### src/rtl/rtc_alm_pkg.sv
package rtc_alm_pkg;

  // field order inside the packed compare buses: 0 sec, 1 min, 2 hour, 3 date
  localparam int NFIELD = 4;

  typedef enum logic [2:0] {
    RM_SECOND,
    RM_MINUTE,
    RM_HOUR,
    RM_DAY,
    RM_MONTH
  } rpt_mode_e;

  function automatic rpt_mode_e decode_rpt(input logic [3:0] code);
    rpt_mode_e m;
    case (code)
      4'b1110: m = RM_MINUTE;
      4'b1100: m = RM_HOUR;
      4'b1000: m = RM_DAY;
      4'b0000: m = RM_MONTH;
      default: m = RM_SECOND;   // 1111 and all unlisted codes
    endcase
    return m;
  endfunction

  // bit i set: field i takes part in the comparison
  function automatic logic [NFIELD-1:0] mode_mask(input rpt_mode_e m);
    logic [NFIELD-1:0] k;
    case (m)
      RM_MINUTE: k = 4'b0001;
      RM_HOUR:   k = 4'b0011;
      RM_DAY:    k = 4'b0111;
      RM_MONTH:  k = 4'b1111;
      default:   k = 4'b0000;
    endcase
    return k;
  endfunction

  function automatic logic irq_level(input logic flag, input logic fen,
                                     input logic ben, input logic bk);
    return flag & fen & (~bk | ben);
  endfunction

endpackage

### src/rtl/alm_mode_decode.sv
module alm_mode_decode
  import rtc_alm_pkg::*;
(
  input  logic [3:0]        rpt_code,
  output logic [NFIELD-1:0] field_mask
);
  rpt_mode_e mode;
  always_comb begin
    mode       = decode_rpt(rpt_code);
    field_mask = mode_mask(mode);
  end
endmodule

### src/rtl/alm_field_cmp.sv
module alm_field_cmp #(
  parameter int FIELD_W = 8,
  parameter int NF      = 4,
  localparam int BUS_W  = FIELD_W * NF
) (
  input  logic [BUS_W-1:0] cur_bus,
  input  logic [BUS_W-1:0] alm_bus,
  input  logic [NF-1:0]    mask,
  output logic             all_eq
);
  logic [NF-1:0] fld_ok;
  genvar i;
  generate
    for (i = 0; i < NF; i++) begin : g_fld
      assign fld_ok[i] = ~mask[i] |
        (cur_bus[i*FIELD_W +: FIELD_W] == alm_bus[i*FIELD_W +: FIELD_W]);
    end
  endgenerate
  assign all_eq = &fld_ok;
endmodule

### src/rtl/alm_flag_ctl.sv
module alm_flag_ctl #(
  parameter int              ADDR_W     = 13,
  parameter logic [ADDR_W-1:0] FLAGS_ADDR = 13'h1FF0
) (
  input  logic              clk,
  input  logic              rst_n,
  input  logic              hit,
  input  logic              rd_stb,
  input  logic [ADDR_W-1:0] addr_lat,
  output logic              flag_q,
  output logic              pend_q,
  output logic              flag_nxt
);
  logic at_flags;
  logic pend_nxt;

  assign at_flags = (addr_lat == FLAGS_ADDR);

  always_comb begin
    if (at_flags) begin
      // flags location latched: park new matches, allow clear-on-read
      pend_nxt = pend_q | hit;
      flag_nxt = flag_q & ~rd_stb;
    end else begin
      pend_nxt = 1'b0;
      flag_nxt = flag_q | hit | pend_q;
    end
  end

  always_ff @(posedge clk or negedge rst_n) begin
    if (!rst_n) begin
      flag_q <= 1'b0;
      pend_q <= 1'b0;
    end else begin
      flag_q <= flag_nxt;
      pend_q <= pend_nxt;
    end
  end
endmodule

### src/rtl/alm_irq_gate.sv
module alm_irq_gate
  import rtc_alm_pkg::*;
(
  input  logic clk,
  input  logic rst_n,
  input  logic flag_nxt,
  input  logic flag_en,
  input  logic bkup_en,
  input  logic in_bkup,
  output logic irq_n
);
  always_ff @(posedge clk or negedge rst_n) begin
    if (!rst_n) irq_n <= 1'b1;
    else        irq_n <= ~irq_level(flag_nxt, flag_en, bkup_en, in_bkup);
  end
endmodule

### src/rtl/rtc_alarm_match.sv
module rtc_alarm_match
  import rtc_alm_pkg::*;
#(
  parameter int                FIELD_W    = 8,
  parameter int                ADDR_W     = 13,
  parameter logic [ADDR_W-1:0] FLAGS_ADDR = 13'h1FF0
) (
  input  logic               clk,
  input  logic               rst_n,
  input  logic               sec_tick,
  input  logic [FIELD_W-1:0] cur_sec,
  input  logic [FIELD_W-1:0] cur_min,
  input  logic [FIELD_W-1:0] cur_hour,
  input  logic [FIELD_W-1:0] cur_date,
  input  logic [FIELD_W-1:0] alm_sec,
  input  logic [FIELD_W-1:0] alm_min,
  input  logic [FIELD_W-1:0] alm_hour,
  input  logic [FIELD_W-1:0] alm_date,
  input  logic [3:0]         rpt_code,
  input  logic               flag_en,
  input  logic               bkup_en,
  input  logic               in_bkup,
  input  logic               rd_stb,
  input  logic [ADDR_W-1:0]  addr_lat,
  output logic               alarm_flag,
  output logic               irq_n
);
  localparam int BUS_W = FIELD_W * NFIELD;

  logic [BUS_W-1:0]  cur_bus, alm_bus;
  logic [NFIELD-1:0] rpt_mask_w;
  logic              fields_eq_w;
  logic              hit_w;     // qualified match event, one per tick
  logic              pend_w;    // match parked while flags address latched
  logic              flag_nxt_w;

  assign cur_bus = {cur_date, cur_hour, cur_min, cur_sec};
  assign alm_bus = {alm_date, alm_hour, alm_min, alm_sec};

  alm_mode_decode u_dec (
    .rpt_code   (rpt_code),
    .field_mask (rpt_mask_w)
  );

  alm_field_cmp #(.FIELD_W(FIELD_W), .NF(NFIELD)) u_cmp (
    .cur_bus (cur_bus),
    .alm_bus (alm_bus),
    .mask    (rpt_mask_w),
    .all_eq  (fields_eq_w)
  );

  assign hit_w = sec_tick & fields_eq_w;

  alm_flag_ctl #(.ADDR_W(ADDR_W), .FLAGS_ADDR(FLAGS_ADDR)) u_flag (
    .clk      (clk),
    .rst_n    (rst_n),
    .hit      (hit_w),
    .rd_stb   (rd_stb),
    .addr_lat (addr_lat),
    .flag_q   (alarm_flag),
    .pend_q   (pend_w),
    .flag_nxt (flag_nxt_w)
  );

  alm_irq_gate u_irq (
    .clk      (clk),
    .rst_n    (rst_n),
    .flag_nxt (flag_nxt_w),
    .flag_en  (flag_en),
    .bkup_en  (bkup_en),
    .in_bkup  (in_bkup),
    .irq_n    (irq_n)
  );
endmodule

### config.mk
export PLATFORM = sky130hd
export DESIGN_NAME = rtc_alarm_match
export DESIGN_NICKNAME = d
export VERILOG_FILES = /design/src/rtl/rtc_alm_pkg.sv /design/src/rtl/alm_mode_decode.sv /design/src/rtl/alm_field_cmp.sv /design/src/rtl/alm_flag_ctl.sv /design/src/rtl/alm_irq_gate.sv /design/src/rtl/rtc_alarm_match.sv
export SDC_FILE = /design/constraint.sdc
export NUM_CORES = 1
export LEC_CHECK = 0
export ABC_AREA = 0
export BUFFER_PORTS_ARGS = -buffer_cell sky130_fd_sc_hd__buf_2
export CORE_MARGIN = 2
export CORE_UTILIZATION = 28
export CTS_BUF_LIST = sky130_fd_sc_hd__clkbuf_4 sky130_fd_sc_hd__clkbuf_8
export DETAILED_ROUTE_END_ITERATION = 8
export PLACE_DENSITY = 0.81
export RECOVER_POWER = 100
export SLEW_MARGIN = 10
export SYNTH_ARGS = -nofsm -noshare
export SYNTH_HDL_FRONTEND = slang
export SYNTH_SLANG_ARGS = --single-unit
### constraint.sdc
create_clock -name clk -period 1.4 [get_ports clk]
set_input_delay 0.28 -clock clk [delete_from_list [all_inputs] [get_ports clk]]
set_output_delay 0.28 -clock clk [all_outputs]
set_load 0.005 [all_outputs]
---- Yosys cells after proc, flatten, opt, wreduce, memory -nomap -nowiden ----
Cells that the tools add are included.
operators by class
  bitwise operators ....................... 19
  reduce and logical (&&, ||, !) cells .... 2
  equal/unequal tests ..................... 12
  multiplexer cells ....................... 4
operators with widths
  cell                                                                   count
  8-bit equality test                                                    4
  4-bit case mux with 4 select lines                                     1
  13-bit equality test, second input constant                            1
  4-bit equality test, second input constant                             3
  3-bit case mux with 4 select lines                                     1
  1-bit bitwise OR                                                       8
  1-bit NOT                                                              7
  3-bit by 2-bit equality test with 1-bit output, second input constant  2
  1-bit bitwise AND                                                      4
  4-bit logical NOT                                                      1
  4-bit AND reduction                                                    1
  3-bit by 1-bit equality test with 1-bit output, second input constant  1
  3-bit equality test, second input constant                             1
  1-bit two-way mux                                                      2
storage, ports and cells
  flip-flop bits (word level) ............. 3
  input port bits ......................... 88

---- Depth between registers and ports, before layout ----
Gate-level depths: netlist (run 1).
  depth in word-level cells ............... 14
  mapped depth ............................ 6

---- Hierarchy ----
From an unflattened synthesis (run 1), not the netlist that was laid out.
unflattened totals
  cell total of the unflattened synthesis .. 67
  area total of the unflattened synthesis .. 598.1 um2
by module, submodules not included
  module           times used  cells an instance  area an instance (um2)  sequential area each (um2)
  alm_field_cmp    1           45                 359.1                   0.0
  alm_flag_ctl     1           12                 132.6                   50.0
  alm_mode_decode  1           6                  57.6                    0.0
  alm_irq_gate     1           3                  42.5                    26.3
  rtc_alarm_match  1           1                  6.3                     0.0

---- Worst setup path after synthesis (run 1) ----
No wires, ideal clock.
  path kind ............................... input port to flip-flop
  start point ............................. input port addr_lat[0]
  end point ............................... register u_irq.irq_n
  library setup time ...................... 64 ps
  data required time ...................... 1336 ps
  stages on the path ...................... 6
  setup slack ............................. -14 ps
  arrival ................................. 1351 ps
  path buffers ............................ 0
  cell sequence ........................... nand4b_1 nor4b_2 nand4_1 o21a_1 a311o_1 nand3_1
on the way
  cells in the longest elaborated chain, start to end .. 5
ends and longest elaborated chain
  what                             line                   text
  start: declaration               rtc_alarm_match.sv:24  input logic [ADDR_W-1:0] addr_lat,
  13-bit equality test             alm_flag_ctl.sv:17     assign at_flags = (addr_lat == FLAGS_ADDR);
  1-bit two-way mux                alm_flag_ctl.sv:20     if (at_flags) begin
  net flag_nxt_w                   rtc_alarm_match.sv:35  logic flag_nxt_w;
  1-bit bitwise AND (2 in series)  rtc_alm_pkg.sv:41      return flag & fen & (~bk | ben);
  1-bit NOT                        alm_irq_gate.sv:14     else irq_n <= ~irq_level(flag_nxt, flag_en, bkup_en, in_bkup);
  end signal: assignment           alm_irq_gate.sv:14
  end: declaration                 alm_irq_gate.sv:10     output logic irq_n
The timed path passes the listed nets, and every way through them passes these cells.

---- Worst setup path after layout (run 1) ----
Ends and elaborated chain as after synthesis.

==> results.md, run 1 <==
* Outcome: finished clean
* Reg-to-reg slack, setup at 0.39 ns
* Worst-Skew Late Latency at 0.23 ns
* Grt ovf at 0
* Synth top area cells: xnor2_1 26%, xor2_1 26%, dfrtp_1 9.1%
* Number of port buffers at approximately 90
* Post-synthesis xor/xnor area fraction at 0.511
* Largest stage delay on the critical path at 0.32 ns
* CTS buffer count at 3
* Clock transition at path regs at 0.04 ns
* Slew Limit Headroom at 0.814
* Switching Fraction at 0.267
* Compound-cell area share of the yosys netlist at 0.0959
* Sequential share of the synthesized area at 0.139
* Pleak at 0.546 nW
* Post-Synth Adder-Cell Area at 0
* Area leader, netlist: xnor2_1
* Startpoint types: input pin
* Gr usage total at 0.141
* Syn Nets at 153
* RSZ-0062 raised after global routing: true
* Least-Margin Pin Slew at roughly 0.28 ns
* Period utilization at 0.929
* Layout cell share with drive strength beyond 1 at 0.588
* Seq pwr share at 0.181
* CP max FO at 3
* Total Wirelength at 1820 um
* Post-synthesis mux area share at 0
* Peak VDD IR at 0.441 mV
* Final core occ at 0.567
* Setup violators final at 0
* Critical setup path kind: in -> reg
* Worst-path cell chain: buf_6, nand4b_1, nor4b_2, nand4_1, o21a_1, a311o_1, nand3_1
* Via count at 811
* First-pass GRT wire length at 2360 um
* Ys Warns at 0
* Die ar. at around 2300 um2
* Design area at 1080 um2
* Starting Density at 0.288
* Post-Syn Area per Cell at roughly 8.4 um2
* Net switching power figure at 0.000134 W
* Deepest clock path buffer count at 2
* Largest net degree at the start of global routing at 5
* Area share of the largest cell type after synthesis at 0.256
* # fillers at ~190
* Initial antenna violation count at 0
* Max Slew Vio Count at 0
* Initial DRC count at 3
* Clock Power Share at 0.336
* Power Dens Cells at between 400 and 500 nW/um2
* RePlAce Congestion at 0.629
* Nets at 249
* DP HPWL at roughly 1700 um
* P&R area growth vs syn at 96.8%
* 1st-pass router iterations at 2
* Site row count at 16
* Cells after Synth at 65
* Number of max-cap violations at 0
* Hold Path Class: in -> reg
* Vias in the first global route at between 600 and 700
* WP buf/inv at 1
* Drt wl/cell at approximately 9.7 um
* Core area at 1900 um2
* Hold Fails Final Rpt at 0
* Total area of sequential cells at 76.3 um2
* Post-route DRC at 0
* TritonCTS clock tree: done
* Multi-input gate area at around 470 um2
* CP required at roughly 1.6 ns
* Die Width at 48.2 um
* CP max-delay cell: a311o_1
* Vias per inst at 4.34
* H-tree depth at 1
* Largest family of logic cells by synthesized area: XOR/XNOR gates
* Fmax at around 770 MHz
* Placed insts at ~180
* Hold Slack at between 0.2 and 0.25 ns
* DIE HEIGHT at between 40 and 50 um
* Cell-internal power at 0.000369 W
* Post-Synth Simple-Gate Area at 0.253
* Post-synth cell types at 20
* Combinational power share at 0.483
* Ports at 90
* Crit. End Element: register
* Seq cells post-synth at 3
* Clk_skew at 0.00426 ns
* Diodes inserted at 0
* Mapped Area at approximately 550 um2
* TritonCTS Sinks at 3
* Antenna Nets Post-Route at 0
* Tot Pwr at 0.000503 W
* Tmin final at roughly 1.3 ns
* CP delay by family, top: simple AND/OR/NAND/NOR gates
* Placed inst area at 1030 um2
* Root Buffer: clkbuf_4
* Finished Layout Cells at about 190
* Worst path arrival time at 1.47 ns
==> synthesized netlist by cell type <==
cell type / number
nand4_1: 5
o21a_1: 1
nand2b_1: 1
dfstp_2: 1
dfrtp_1: 2
nor4b_2: 1
nand2_1: 1
xnor2_1: 16
a21oi_1: 3
o311a_1: 1
nand4b_1: 1
xor2_1: 16
nor2_1: 3
nor3_1: 2
nand3_1: 1
nor4_1: 4
and4b_1: 1
o21ai_1: 2
a311o_1: 1
nor2b_1: 2
==> power by group through the flow <==
stage,combinational [W],sequential (W),clock (W)
finish,0.000243,0.0000911,0.000169
global route,0.000272,0.0000909,0.000189
CTS,0.000245,0.0000910,0.000174
detailed placement,0.000242,0.0000917,0
global placement,0.000233,0.0000919,0
floorplan,0.0000918,0.0000922,0
==> layout by cell type (no fill, tap or decap), types with 3 or more instances in the layout <==
master    instances
buf_2            86
xor2_1           16
xnor2_1          16
nand4_1           5
nor4_1            4
clkbuf_4          4
a21oi_1           3
nor2_1            3
==> cell type report <==
type,instances,area share
Tap cell,27,0.0313
Clock buffer,4,0.0278
Timing Repair Buffer,91,0.433
Multi-Input combinational cell,62,0.437
Sequential cell,3,0.0708
==> cells by family (layout without fill, tap and decap cells) <==
| family | after synthesis | count (layout) |
|---|---|---|
| flip-flops | 3 | 3 |
| AND/OR/NAND/NOR | 22 | 22 |
| AO/OA/AOI/OAI | 8 | 8 |
| buffers and inverters | 0 | 95 |
| XOR/XNOR | 32 | 32 |
==> worst reg2reg max path, cell delays in order, from the launching register on <==
cell     delay, ns
dfrtp_1       0.38
o21a_1        0.17
a311o_1       0.32
nand3_1       0.08
==> registers in the layout, indices dropped and copies added (netlist names) <==
| register | count |
|---|---|
| u_flag.pend_q | 1 |
| u_irq.irq_n | 1 |
| u_flag.flag_q | 1 |
==> stage by stage <==
step	setup WS, ns	TNS (ns)
after floorplan	0.0183	0
after global placement	-0.131	-0.260
after detailed placement	-0.191	-0.388
after CTS	0.0621	0
after global routing	-0.0514	-0.0802
final	0.100	0
==> per-layer routing <==
| layer | track usage | share of wire | vias up |
|---|---|---|---|
| met5 | 0 | 0 | - |
| met4 | 0.0486 | 0.0066 | 0 |
| met3 | 0.0407 | 0.097 | 2 |
| met2 | 0.295 | 0.54 | 38 |
| met1 | 0.123 | 0.35 | 346 |
| li1 | - | - | 425 |
==> worst paths after layout <==
path | startpoint | to | depth (start not counted)
worst max-delay path | addr_lat[0] | u_irq.irq_n | 7
worst max register to register | u_flag.flag_q | u_irq.irq_n | 3
worst min register to register | u_flag.pend_q | u_flag.pend_q | 2
max in group asynchronous | rst_n | u_irq.irq_n | 2
worst min-delay path | flag_en | u_irq.irq_n | 2
min in group asynchronous | rst_n | u_flag.flag_q | 2
==> repair_timing <==
item | in CTS | in global routing
endpoints found under the setup margin | 0 | 2
hold buffers | 1 | 0
endpoints found under the hold margin | 2 | 0
gates resized for setup | 0 | 1
buffers inserted | 0 | 1
(Power assumes the default switching activity.)
==> run 2: changes to the inputs <==
--- a/config.mk
+++ b/config.mk
@@ -6,12 +6,13 @@
 export NUM_CORES = 1
 export LEC_CHECK = 0
 export ABC_AREA = 0
-export BUFFER_PORTS_ARGS = -buffer_cell sky130_fd_sc_hd__buf_2
-export CORE_MARGIN = 2
-export CORE_UTILIZATION = 28
+export ABC_CLOCK_PERIOD_IN_PS = 1400
+export CORE_AREA = 10 10 47 49
 export CTS_BUF_LIST = sky130_fd_sc_hd__clkbuf_4 sky130_fd_sc_hd__clkbuf_8
 export DETAILED_ROUTE_END_ITERATION = 8
-export PLACE_DENSITY = 0.81
+export DIE_AREA = 0 0 57 59
+export DONT_BUFFER_PORTS = 1
+export PLACE_DENSITY = 0.56
 export RECOVER_POWER = 100
 export SLEW_MARGIN = 10
 export SYNTH_ARGS = -nofsm -noshare
==> results.md, run 2 (synthesized netlist as in run 1, its figures left out) <==
* Largest net degree at the start of global routing at 5 (unchanged)
* Die ar. at 3360 um2 (+45%)
* Final setup TNS at 0 ns (unchanged)
* Startpoint types: input pin
* Grt ovf at 0 (unchanged)
* Hold Path Class: in -> reg
* H-tree depth at 1 (unchanged)
* Count of cells resized by post-cts repair at 0 (unchanged)
* Tmin final at 1.22 ns (-0.0784 ns)
* RSZ-0062 raised after global routing: false
* Ports at 90 (unchanged)
* Multi-input gate area at 472 um2 (unchanged)
* Fmax at 819 MHz (+6.4%)
* TritonCTS clock tree: done
* Peak VDD IR at 0.295 mV (-33%)
* First-pass GRT wire length at 2730 um (+16%)
* # Post-CTS Setup Buffers at 0 (unchanged)
* Diodes inserted at 0 (unchanged)
* Vias in the first global route at 636 (-8.0%)
* DP HPWL at 1770 um (+6.9%)
* TritonCTS Sinks at 3 (unchanged)
* Post-route DRC at 0 (unchanged)
* Total area of sequential cells at 76.3 um2 (unchanged)
* CP delay by family, top: simple AND/OR/NAND/NOR gates
* Layout cell share with drive strength beyond 1 at 0.0714 (-0.516)
* Largest stage delay on the critical path at 0.28 ns (-0.04 ns)
* Crit. End Element: register
* Vias per inst at 5.95 (+37%)
* Critical setup path kind: in -> reg
* Placed inst area at 568 um2 (-45%)
* Cts hold-fix bufs at 1 (unchanged)
* 1st-pass router iterations at 4 (+2)
* Die Width at 57 um (+18%)
* Antenna Nets Post-Route at 0 (unchanged)
* Worst path arrival time at 1.40 ns (-0.07 ns)
* Gr usage total at 0.0978 (-0.0437)
* Period utilization at 0.873 (-0.0560)
* Number of port buffers at 0 (-100%)
* CP max-delay cell: nor4b_2
* Pleak at 0.197 nW (-64%)
* CP required at 1.57 ns (about the same)
* Worst-Skew Late Latency at 0.24 ns (about the same)
* Commonest non-fill, non-tap cells in the layout: 16 x xor2_1, 16 x xnor2_1, 5 x nand4_1
* Site row count at 14 (-2)
* Power Dens Cells at 607 nW/um2 (+30%)
* CTS buffer count at 3 (unchanged)
* CP max FO at 3 (unchanged)
* Clk_skew at 0.00316 ns (-0.00109 ns)
* Outcome: finished clean
* Root Buffer: clkbuf_4
* Via count at 512 (-37%)
* DIE HEIGHT at 59 um (+22%)
* Design area at 608 um2 (-44%)
* Max Slew Vio Count at 0 (unchanged)
* Starting Density at 0.391 (+0.103)
* Final core occ at 0.434 (-0.133)
* Deepest clock path buffer count at 2 (unchanged)
* Least-Margin Pin Slew at 0.251 ns (-0.0253 ns)
* Regs by FF count: u_flag.flag_q: 1 flops, u_flag.pend_q: 1 flops, u_irq.irq_n: 1 flops
* Initial DRC count at 2 (-1)
* Number of max-cap violations at 0 (unchanged)
* Worst-path cell chain: nand4b_1, nor4b_2, nand4_1, o21a_1, a311o_1, nand3_1
* Total Wirelength at 1890 um (+3.8%)
* Drt wl/cell at 21.9 um (+130%)
* P&R area growth vs syn at 11.0%
* Clock transition at path regs at 0.03 ns (about the same)
* RePlAce Congestion at 0.679 (+7.9%)
* # fillers at 138 (-28%)
* Nets at 159 (-36%)
* Slew Limit Headroom at 0.831 (+0.0171)
* WP buf/inv at 0 (-1)
* Core area at 1400 um2 (-26%)
* Setup violators final at 0 (unchanged)
* Hold Fails Final Rpt at 0 (unchanged)
* Initial antenna violation count at 0 (unchanged)
==> run 2: cell count changes in the layout (fill, tap and decap cells not counted), sizes merged <==
| cell | delta |
|---|---|
| buf | -88 |
| clkbuf | -2 |
==> run 2: final timing paths <==
check / from / endpoint / slack [ns] / depth (start not counted)
setup reg to reg: u_flag.flag_q / u_irq.irq_n / 0.39 / 3
hold reg to reg: u_flag.pend_q / u_flag.pend_q / 0.50 / 2
setup / recovery: addr_lat[0] / u_irq.irq_n / 0.18 / 6
hold / removal: flag_en / u_irq.irq_n / 0.11 / 1
max in group asynchronous: rst_n / u_irq.irq_n / 0.88 / 1
min in group asynchronous: rst_n / u_flag.pend_q / 0.29 / 1
==> run 2: routing by layer <==
metal | track usage | wire, um | vias up | part of all wire
li1 | - | - | 244 | -
met1 | 0.0760 | 536 | 221 | 0.28
met2 | 0.171 | 997 | 45 | 0.53
met3 | 0.0794 | 346 | 2 | 0.18
met4 | 0.0503 | 6 | 0 | 0.0032
met5 | 0 | 0 | - | 0
==> run 2: cell type report <==
cell class / instances / area share
Clock buffer: 4 / 0.0494
Multi-Input combinational cell: 62 / 0.776
Sequential cell: 3 / 0.126
Tap cell: 16 / 0.0329
Timing Repair Buffer: 1 / 0.0165
==> run 2: power breakdown <==
part	internal (W)	leakage, nW	switching, W
registers	0.0000898	0.0325	0.00000112
logic	0.0000682	0.146	0.0000360
clock network	0.000126	0.0184	0.0000479
==> run 2: worst register-to-register path: cells and delay by family, from the launching register on <==
family	cells	cell delay, ns
AO/OA/AOI/OAI	1	0.32
flip-flops	1	0.40
AND/OR/NAND/NOR	2	0.23
==> run 2: metrics by stage <==
step	hold slack, ns	setup slack, ns	instances	power, W
after floorplan	-0.0156	0.0183	65	0.000184
after global placement	-0.0155	-0.0389	81	0.000192
after detailed placement	-0.0155	-0.0725	81	0.000194
after CTS	0.0971	0.177	86	0.000381
after global routing	0.113	0.105	86	0.000398
final	0.112	0.178	86	0.000369
==> run 3: changes to the inputs <==
--- a/config.mk
+++ b/config.mk
@@ -6,13 +6,13 @@
 export NUM_CORES = 1
 export LEC_CHECK = 0
 export ABC_AREA = 0
-export ABC_CLOCK_PERIOD_IN_PS = 1400
+export ABC_CLOCK_PERIOD_IN_PS = 1100
 export CORE_AREA = 10 10 47 49
 export CTS_BUF_LIST = sky130_fd_sc_hd__clkbuf_4 sky130_fd_sc_hd__clkbuf_8
 export DETAILED_ROUTE_END_ITERATION = 8
 export DIE_AREA = 0 0 57 59
 export DONT_BUFFER_PORTS = 1
-export PLACE_DENSITY = 0.56
+export PLACE_DENSITY = 0.58
 export RECOVER_POWER = 100
 export SLEW_MARGIN = 10
 export SYNTH_ARGS = -nofsm -noshare
==> constraint.sdc (replaced) <==
create_clock -name clk -period 1.1 [get_ports clk]
set_input_delay 0.22 -clock clk [delete_from_list [all_inputs] [get_ports clk]]
set_output_delay 0.22 -clock clk [all_outputs]
set_load 0.005 [all_outputs]
==> results.md, run 3 (synthesized netlist as in run 1, its figures left out) <==
* Outcome: complete, but fails checks
* Failing checks: negative setup slack
* Antenna Nets Post-Route at 0 (unchanged)
* Diodes inserted at 0 (unchanged)
* Drt wl/cell at 22.0 um (+0.47%)
* Ports at 90 (unchanged)
* Initial DRC count at 5 (+3)
* Met3 Track Usage GR at 0.0773 (-0.00215)
* H-tree depth at 1 (unchanged)
* Finished Layout Cells at 87 (+1.2%)
* First-pass GRT wire length at 2640 um (-3.6%)
* Final core occ at 0.444 (+0.00982)
* CP required at 1.26 ns (-0.31 ns)
* Pleak at 0.202 nW (+2.7%)
* DIE HEIGHT at 59 um (unchanged)
* Peak VDD IR at 0.752 mV (+160%)
* CTS buffer count at 3 (unchanged)
* Site row count at 14 (unchanged)
* Placed insts at 81 (unchanged)
* Worst-Skew Late Latency at 0.22 ns (-0.02 ns)
* Largest net degree at the start of global routing at 5 (unchanged)
* Period utilization at 1.04
* Tmin final at 1.14 ns
* 1st-pass router iterations at 2 (-2)
* Worst Hold Depth at 1 (unchanged)
* Reg-to-reg slack, setup at 0.10 ns (-0.29 ns)
* Busiest layer in global routing: met2
* DP HPWL at 1890 um (+6.4%)
* Reg2Reg Depth at 3 (unchanged)
* Max Slew Vio Count at 0 (unchanged)
* CP max-delay cell: a311o_1
* Number of max-cap violations at 0 (unchanged)
* Setup violators final at 2 (+2)
* CP max FO at 3 (unchanged)
* Grt ovf at 0 (unchanged)
* Number of port buffers at 0 (unchanged)
* Root Buffer: clkbuf_4
* Hold Fails Final Rpt at 0 (unchanged)
* Regs by FF count: u_flag.flag_q: 1 flops, u_flag.pend_q: 1 flops, u_irq.irq_n: 1 flops
* Die ar. at 3360 um2 (unchanged)
* Starting Density at 0.391 (unchanged)
* Worst-path cell chain: nand4b_1, nor4b_2, nand4_1, o21a_1, a311o_1, nand3_1
* Die Width at 57 um (unchanged)
* Commonest non-fill, non-tap cells in the layout: 16 x xor2_1, 16 x xnor2_1, 5 x nand4_1
* Nets at 160 (+0.63%)
* TritonCTS clock tree: done
* Slew Limit Headroom at 0.830 (-0.00170)
* Pre-CTS setup slack at -0.307 ns (-0.234 ns)
* Worst path arrival time at 1.30 ns (-0.10 ns)
* Gr usage total at 0.0917 (-0.00612)
* Power Dens Cells at 737 nW/um2 (+21%)
* Met2 Use GR at 0.178 (+0.00775)
* P&R area growth vs syn at 13.5%
* Least-Margin Pin Slew at 0.253 ns (+0.00252 ns)
* RSZ-0062 raised after global routing: true
* Crit. End Element: register
* Via count at 510 (-0.39%)
* Clk_skew at 0.00228 ns (-0.000879 ns)
* Vias per inst at 5.86 (-1.5%)
* Met1 usage at 0.0723 (-0.00371)
* RePlAce Congestion at 0.657 (-3.2%)
* Largest stage delay on the critical path at 0.28 ns (about the same)
* TritonCTS Sinks at 3 (unchanged)
* Startpoint types: input pin
* Deepest clock path buffer count at 2 (unchanged)
* Post-route DRC at 0 (unchanged)
* Final WS setup at -0.0416 ns (-0.220 ns)
* Clock transition at path regs at 0.03 ns (about the same)
* Initial antenna violation count at 0 (unchanged)
* Layout cell share with drive strength beyond 1 at 0.113 (+0.0412)
* Hold Path Class: in -> reg
* Total Wirelength at 1920 um (+1.6%)
* Core area at 1400 um2 (unchanged)
* Fmax at 876 MHz
* Vias in the first global route at 627 (-1.4%)
* Critical setup path kind: in -> reg
-- run 3: changes by cell type in the layout (fill, tap and decap cells not counted), sizes merged --
cell	delta
buf	+1
-- run 3: what timing repair did --
| item | 4_1_cts | 5_1_grt |
|---|---|---|
| gates resized for setup | 0 | 2 |
| pin swaps | 2 | 1 |
| gates cloned | 0 | 0 |
| endpoints found under the hold margin | 3 | 0 |
| setup endpoints to repair | 2 | 3 |
| setup buffers | 1 | 0 |
| hold buffers | 1 | 0 |
-- run 3: final cells by class --
class                   count  area (um2)
fillers                   141         779
multi-input cells          62         478
flip-flops and latches      3        76.3
clock buffers               4        30.0
well taps                  16        20.0
repair buffers              2        17.5
-- run 3: worst max-delay path, delay by kind of cell --
| family | cells | cell delay, ns |
|---|---|---|
| compound gates | 2 | 0.42 |
| simple gates | 4 | 0.66 |
-- run 3: final timing paths --
| kind | start | end |
|---|---|---|
| hold reg to reg | u_flag.pend_q | u_flag.pend_q |
| setup reg to reg | u_flag.flag_q | u_irq.irq_n |
| max in group asynchronous | rst_n | u_irq.irq_n |
| setup / recovery | addr_lat[0] | u_irq.irq_n |
| min in group asynchronous | rst_n | u_flag.pend_q |
| hold / removal | flag_en | u_irq.irq_n |
-- run 3: power breakdown --
part,leakage (nW),switching [W],internal [W]
logic,0.151,0.0000475,0.0000876
registers,0.0333,0.00000164,0.000115
clock network,0.0184,0.0000464,0.000160
-- run 3: layer usage --
layer  vias to the layer above  routed length [um]
met3                         0                 311
met5                         -                   0
met4                         0                   0
met2                        40                1060
li1                        246                   -
met1                       224                 547
-- run 3: through the flow --
stage	power, W	cell area, um2	hold WS (ns)	setup TNS, ns
after global placement	0.000244	568	-0.0755	-0.648
after floorplan	0.000234	548	-0.0756	-0.418
after CTS	0.000464	616	0.0630	-0.128
final	0.000458	622	0.0669	-0.0770
after global routing	0.000497	622	0.0686	-0.300
after detailed placement	0.000247	568	-0.0755	-0.750
